<file path="src/rtl/sar_adc_bus_if.sv">
module sar_adc_bus_if (
  input  logic       clk,
  input  logic       rst_n,
  input  logic [1:0] addr,
  input  logic       wr_en,
  input  logic       rd_en,
  input  logic [7:0] wdata,
  output logic [7:0] rdata,
  input  logic       cmp_in,
  output logic [2:0] ch_sel,
  output logic [9:0] dac_code
);
  localparam int RES_W = 10;
  localparam int IDX_W = $clog2(RES_W);
  localparam logic [1:0] A_CTL = 2'd0, A_HI = 2'd1, A_LO = 2'd2;
  localparam logic [RES_W-1:0] MSB_TRIAL = 1 << (RES_W - 1);

  logic             eoc_q, fast_q, en_q, slow_q, busy_q, smp_q;
  logic [2:0]       ch_q;
  logic [RES_W-1:0] res_q, sar_q, kept, sar_nx;
  logic [IDX_W-1:0] idx_q;
  logic [1:0]       presc_q, presc_last;
  logic             ctl_wr, start, tick, done, hi_rd;
  logic             unused_wbits;

  assign unused_wbits = ^{wdata[7], wdata[4]};
  assign ctl_wr = wr_en && addr == A_CTL;
  assign start  = ctl_wr && wdata[5];
  assign hi_rd  = rd_en && addr == A_HI;

  always_comb begin
    if (slow_q)      presc_last = 2'd3;
    else if (fast_q) presc_last = 2'd0;
    else             presc_last = 2'd1;
  end

  assign tick = busy_q && presc_q == presc_last;
  assign done = tick && !smp_q && idx_q == '0 && !ctl_wr;
  assign kept = cmp_in ? sar_q : sar_q & ~(MSB_TRIAL >> (RES_W - 1 - int'(idx_q)));
  assign sar_nx = (idx_q == '0) ? kept : kept | (MSB_TRIAL >> (RES_W - int'(idx_q)));
  assign dac_code = sar_q;

  always_ff @(posedge clk or negedge rst_n) begin
    if (!rst_n)                        presc_q <= '0;
    else if (ctl_wr || !busy_q || tick) presc_q <= '0;
    else                               presc_q <= presc_q + 2'd1;
  end

  always_ff @(posedge clk or negedge rst_n) begin
    if (!rst_n) begin
      busy_q <= 1'b0;
      smp_q  <= 1'b0;
      idx_q  <= '0;
      sar_q  <= '0;
      ch_sel <= '0;
    end else if (ctl_wr) begin
      busy_q <= wdata[5];
      if (wdata[5]) begin
        smp_q  <= 1'b1;
        idx_q  <= IDX_W'(RES_W - 1);
        sar_q  <= MSB_TRIAL;
        ch_sel <= wdata[2:0];
      end
    end else if (tick) begin
      if (smp_q) smp_q <= 1'b0;
      else begin
        sar_q <= sar_nx;
        if (idx_q == '0) busy_q <= 1'b0;
        else             idx_q  <= idx_q - 1'b1;
      end
    end
  end

  always_ff @(posedge clk or negedge rst_n) begin
    if (!rst_n) begin
      eoc_q  <= 1'b0;
      res_q  <= '0;
      fast_q <= 1'b0;
      en_q   <= 1'b0;
      ch_q   <= '0;
      slow_q <= 1'b0;
    end else begin
      if (start)      eoc_q <= 1'b0;
      else if (done)  eoc_q <= 1'b1;
      else if (hi_rd) eoc_q <= 1'b0;
      if (done) res_q <= kept;
      if (ctl_wr) begin
        fast_q <= wdata[6];
        en_q   <= wdata[5];
        ch_q   <= wdata[2:0];
      end
      if (wr_en && addr == A_LO) slow_q <= wdata[3];
    end
  end

  always_comb begin
    case (addr)
      A_CTL:   rdata = {eoc_q, fast_q, en_q, 2'b00, ch_q};
      A_HI:    rdata = res_q[9:2];
      A_LO:    rdata = {4'b0000, slow_q, 1'b0, res_q[1:0]};
      default: rdata = 8'h00;
    endcase
  end
endmodule


</file>
<file path="config.mk">
export PLATFORM = sky130hd
export DESIGN_NAME = sar_adc_bus_if
export DESIGN_NICKNAME = d
export VERILOG_FILES = /design/src/rtl/sar_adc_bus_if.sv
export SDC_FILE = /design/constraint.sdc
export NUM_CORES = 1
export LEC_CHECK = 0
export ABC_AREA = 1
export BUFFER_PORTS_ARGS = -buffer_cell sky130_fd_sc_hd__buf_2
export CORE_AREA = 10 10 79 81
export DETAILED_ROUTE_END_ITERATION = 10
export DIE_AREA = 0 0 89 91
export PLACE_DENSITY = 0.75
export SETUP_SLACK_MARGIN = 0.2
export SLEW_MARGIN = 20
export SYNTH_ARGS = -nofsm -noshare
export SYNTH_HDL_FRONTEND = slang
export SYNTH_SLANG_ARGS = --single-unit
</file>
<file path="constraint.sdc">
create_clock -name clk -period 2.4 [get_ports clk]
set_clock_uncertainty 0.15 [all_clocks]
set_input_delay 0.12 -clock clk [delete_from_list [all_inputs] [get_ports clk]]
set_output_delay 0.12 -clock clk [all_outputs]
set_load 0.005 [all_outputs]
</file>
==> results of run 1 <==
## sequential cells by signal, indices dropped and copies added, names as in the netlist
signal and flops:
en_q 1, fast_q 1, busy_q 1, presc_q 2, ch_sel 3, dac_code 10
smp_q 1, eoc_q 1, idx_q 4, slow_q 1, ch_q 3, res_q 10
## layout make-up
class,instances,area (sq um),area share
well taps,54,67.56,0.02519
repair buffers,42,252.7,0.09422
clock buffers,6,82.58,0.03078
multi-input cells,221,1114,0.4151
inverters,41,153.9,0.05737
clock inverters,2,60.06,0.02239
flip-flops and latches,38,952.2,0.3549
## metrics by stage
step	hold slack [ns]	setup WS, ns	power (mW)	std cells	instance area, sq um
2_1_floorplan	-0.3256	0.5867	2.112	308	2290
3_3_place_gp	0.1148	0.3893	2.421	388	2459
3_5_place_dp	0.1211	0.3921	2.438	388	2459
4_1_cts	0.02470	0.3741	3.135	404	2681
5_1_grt	0.03213	0.1921	3.410	404	2683
6_report	0.02721	0.3853	3.111	404	2683
## what timing repair did
| action | in CTS | in global routing |
|---|---|---|
| endpoints found under the setup margin | 0 | 7 |
| hold buffers | 8 | 0 |
| gates resized for setup | 0 | 2 |
| hold endpoints to repair | 47 | 0 |
## kinds of logic after synthesis
logic type | share of synthesized area
AND/OR/NAND/NOR | 0.3568
buffers and inverters | 0.09836
flip-flops | 0.4153
AO/OA/AOI/OAI | 0.09673
adder cells (fa/ha/maj) | 0.02186
XOR/XNOR | 0.01093
## power by group through the flow
stage                     clock, mW  sequential (mW)  combinational, mW
after global routing          0.721             1.06               1.63
final                         0.673             1.03               1.41
after floorplan                   0            0.956               1.16
after detailed placement          0             1.04               1.40
after global placement            0             1.03               1.39
after CTS                     0.689             1.03               1.42
## per-layer routing
metal | track usage | vias to the layer above
met5 | 0 | -
met4 | 0.04377 | 0
met3 | 0.03753 | 9
met2 | 0.2184 | 40
met1 | 0.1905 | 900
li1 | - | 1041
## path summary, 6_finish.rpt
kind                            slack (ns)  depth (start not counted)     start   endpoint
worst max-delay path                  0.39                          8  idx_q[2]   res_q[0]
worst min-delay path                  0.03                          3   addr[1]     slow_q
worst max register to register        0.39                          8  idx_q[2]   res_q[0]
worst min register to register        0.34                          2  res_q[1]   res_q[1]
max in group asynchronous             1.21                          2     rst_n   idx_q[0]
min in group asynchronous             0.31                          2     rst_n  ch_sel[0]
## synth_stat cells (2+ instances only)
| library cell | n |
|---|---|
| nand2_1 | 118 |
| nor2_2 | 2 |
| nor3_1 | 2 |
| nand4_1 | 4 |
| nand3_2 | 5 |
| buf_6 | 3 |
| nand3_1 | 15 |
| nand2_2 | 3 |
| o21ai_0 | 18 |
| ha_1 | 4 |
| buf_2 | 3 |
| o22ai_1 | 2 |
| nor2_1 | 24 |
| o21ai_1 | 6 |
| inv_2 | 5 |
| dfrtp_1 | 38 |
| inv_1 | 36 |
| nor2_4 | 2 |
## worst max-delay path: stages (launching register included)
cell	delay (ns)
dfrtp_1	0.55
inv_2	0.09
ha_1	0.33
inv_1	0.17
nand4_1	0.16
o21ai_1	0.25
inv_1	0.08
nand2_1	0.07
o21ai_1	0.06
==> impl_metrics.ini, run 1 <==
[logic_synthesis]
syn_area_per_cell_sq_um = 7.434
synth_area_sq_um = 2290
synth_cell_types = 36
yosys.area.top_type = dfrtp_1
ys_ff_latch = 38
async_flop_share = 1.000
syn_nets = 327
synthCells = 308
yosysSeqAreaShare = 0.4153
ys_top_cells_by_area = dfrtp_1, nand2_1, inv_1, o21ai_0, nor2_1
synth_enable_flop_cells = 0
synth-main-ff-cell = dfrtp_1
synth_top_area_frac = 0.4153
ys.warnings.count = 0

[power]
clkPwrFrac = 0.216
peakVddDrop_mv = 0.5373
p_comb_frac = 0.452
power_density_nw_per_um2 = 1160
switching_power_mw = 1.336
p_leak_nw = 1.512
internal_power_mw = 1.775
p_sw_frac = 0.4294
seqPwrFrac = 0.332

[drt]
wl_met1_microns = 2502
drt-vias-per-instance = 4.926
wl_met2_microns = 2396
top_layer = met4
ant_nets = 0
drt_first_pass_iters = 4
routedWlPerCell_microns = 13.15
wl_met3_microns = 340
vias = 1990
drt_iter0_markers = 112
drc = 0
routed_wirelength_microns = 5313

[global_routing]
grt_pass1_wl_microns = 9273
first_global_vias = 1921
grt_usage = 0.1426
grt-ovfl-total = 0
grt_max_degree = 39
antenna_found_initial = 0

[final_layout]
fin_util = 0.5756
area_growth_pct = 17.16
drive_gt1_frac = 0.1943
fillers = 426
final_nets = 368
layout_commonest_cell = nand2_1
final_cell_mix = nand2_1, dfrtp_1, inv_1
antenna_cells = 0

[floorplan]
die_h_microns = 91
core_area_sq_um = 4661
floorplan.initialDensity = 0.4913
io_pins = 36
die-area_sq_um = 8099
fp.dieW_microns = 89
rows = 25

[cts]
clock_latency_ns = 0.29
cts_tree = yes
root_buffer = clkbuf_8
cts_buffers = 5
htreeDepth = 2
cts.sinks = 38
clkTransAtPathRegs_ns = 0.08
cts_buffer_depth = 2
cts_setup_buffers = 0

[sta]
max_slew_margin = 0.4479
slew_viol_final = 0
rsz0062_at_grt = yes
tns_ns = 0
final_hold_viol_count = 0
tightest_slew_ns = 0.8282
max_freq_mhz = 496.4
period_minus_slack_ns = 2.015
setup_viol = 0
period_share = 0.8394

[critical_path]
cp-end-kind = flop
cp_max_fo = 7
critPathLaunchType = flop
worstPathRequired_ns = 2.43
critPathArrivalTime_ns = 2.05
critical_path_class = reg -> reg

[run]
maxCapViolCount = 0

[placement]
gp_congestion = 0.9399
hpwl_microns = 4027
port_buffers = 33

[min_path]
hold_class = in -> reg

[run_status]
status = finished clean
Power figures use the tool's default switching activity.
==> inputs of run 2 (changes only) <==
clock period = 1.9 ns   (was 2.4 ns; I/O delays follow)
==> run 2 against run 1 <==
Via count up 5.8%. Cell area rose by 7.7%. Critical path depth unchanged. Count of clock-buffer cells in the layout stayed put. Setup slack worse by 0.24 ns. Power up 42%. Die area is the same. First-iteration DRC count decreased by 3.6%. Sequential share of layout area is 2.5 points lower. Combinational power increased by 63%. Cell count rose by 3.2%. Largest cell class unchanged. Largest power group unchanged.
==> impl_metrics.ini, run 2 (synthesis gave the netlist of run 1 again) <==
[cts]
clkTransAtPathRegs_ns = 0.07
clock_latency_ns = 0.29
cts.sinks = 38
cts_buffers = 5
htreeDepth = 2
cts_tree = yes
root_buffer = clkbuf_8
cts_buffer_depth = 2

[power]
peakVddDrop_mv = 0.7285
clkPwrFrac = 0.191
seqPwrFrac = 0.290
switching_power_mw = 1.902
internal_power_mw = 2.529
p_comb_frac = 0.519
p_sw_frac = 0.4293
power_density_nw_per_um2 = 1533
p_leak_nw = 1.584

[drt]
drt_iter0_markers = 108
drc = 0
routed_wirelength_microns = 5501
routedWlPerCell_microns = 13.19
ant_nets = 0
drt-vias-per-instance = 5.050
vias = 2106
drt_first_pass_iters = 4

[sta]
rsz0062_at_grt = yes
tns_ns = 0
period_minus_slack_ns = 1.751
setup_viol = 0
tightest_slew_ns = 0.4628
max_slew_margin = 0.6915
final_hold_viol_count = 0
max_freq_mhz = 571.2
slew_viol_final = 0
period_share = 0.9215

[final_layout]
final_cell_area_sq_um = 2890
multiInputGateArea_sq_um = 1202
final_nets = 381
fin_cells = 417
drive_gt1_frac = 0.2755
antenna_cells = 0
final_cell_mix = nand2_1, dfrtp_1, inv_1
fillers = 398
regArea_sq_um = 953.4
area_growth_pct = 26.23
fin_util = 0.6201
layout_commonest_cell = nand2_1

[critical_path]
cp-end-kind = flop
critPathLaunch = idx_q[1]
critical_path_class = reg -> reg
worstPathRequired_ns = 1.94
r2r_end = dac_code[0]
reg2reg_depth = 8
critPathArrivalTime_ns = 1.79
critPathLaunchType = flop
critPathCapture = dac_code[0]
r2r_start = idx_q[1]
cp_max_fo = 6
rrSetupSlack_ns = 0.15

[run]
maxCapViolCount = 0

[global_routing]
grt_pass1_wl_microns = 9211
met2_usage = 0.2196
grt-ovfl-total = 0
grt_most_used_layer = met2
grt_max_degree = 39
grtUsageMet3 = 0.03485
grtUsageMet1 = 0.1813
grt_usage = 0.1399
antenna_found_initial = 0
first_global_vias = 2036

[floorplan]
die_h_microns = 91
fp.dieW_microns = 89
core_area_sq_um = 4661
io_pins = 36
die-area_sq_um = 8099
floorplan.initialDensity = 0.4913
rows = 25

[placement]
place_inst = 395
hpwl_microns = 3983
port_buffers = 33
dpl_cell_area_sq_um = 2541
gp_congestion = 0.9001

[run_status]
status = finished clean

[min_path]
hold_class = in -> reg
run 2: timing repair:
| item | in CTS | in global routing |
|---|---|---|
| pin swaps | 0 | 4 |
| cloned | 0 | 0 |
| buffers inserted | 2 | 4 |
| hold buffers | 8 | 0 |
| gates resized for setup | 6 | 19 |
| endpoints found under the hold margin | 47 | 0 |
| endpoints found under the setup margin | 22 | 26 |
run 2: how the worst min path moves through the flow:
| stage | startpoint | to | slack [ns] | cells after the start |
|---|---|---|---|---|
| floorplan | rst_n | busy_q | -0.35 | 0 |
| global placement | rst_n | presc_q[0] | 0.02 | 2 |
| detailed placement | rst_n | presc_q[1] | 0.02 | 2 |
| CTS | cmp_in | dac_code[3] | 0.04 | 5 |
| global route | cmp_in | res_q[7] | 0.08 | 5 |
| finish | cmp_in | dac_code[2] | 0.04 | 5 |
run 2: through the flow:
step	setup WS (ns)	hold slack (ns)	total power, mW
5_1_grt	0.01370	0.07635	4.832
4_1_cts	0.1888	0.03838	4.168
3_3_place_gp	0.1275	0.02135	3.179
3_5_place_dp	0.1167	0.02498	3.206
2_1_floorplan	0.2130	-0.3506	2.742
6_report	0.1492	0.04061	4.431
run 2: per-layer routing:
metal | wire length [microns] | share of wire
met4 | 91 | 0.017
met3 | 385 | 0.070
met1 | 2492 | 0.45
met5 | 0 | 0
met2 | 2532 | 0.46
run 2: power by group through the flow:
stage          clock, mW  sequential (mW)  combinational, mW
3_5_place_dp           0             1.28               1.92
3_3_place_gp           0             1.27               1.91
6_report           0.848             1.29               2.30
2_1_floorplan          0             1.21               1.53
4_1_cts            0.863             1.27               2.04
5_1_grt            0.904             1.33               2.60
run 2: area by class of cell:
| type | instances | share of cell area |
|---|---|---|
| flip-flops and latches | 38 | 0.3299 |
| multi-input cells | 221 | 0.4160 |
| inverters | 41 | 0.05325 |
| clock inverters | 2 | 0.02078 |
| clock buffers | 6 | 0.02857 |
| well taps | 54 | 0.02338 |
| repair buffers | 55 | 0.1281 |
run 2: worst max-delay path, stage by stage, from the launching register on:
cell,delay [ns]
dfrtp_1,0.43
buf_4,0.16
buf_6,0.12
o21ai_4,0.20
nand4_1,0.18
o21ai_1,0.20
nand2_1,0.09
nand2_1,0.07
nand2_1,0.05
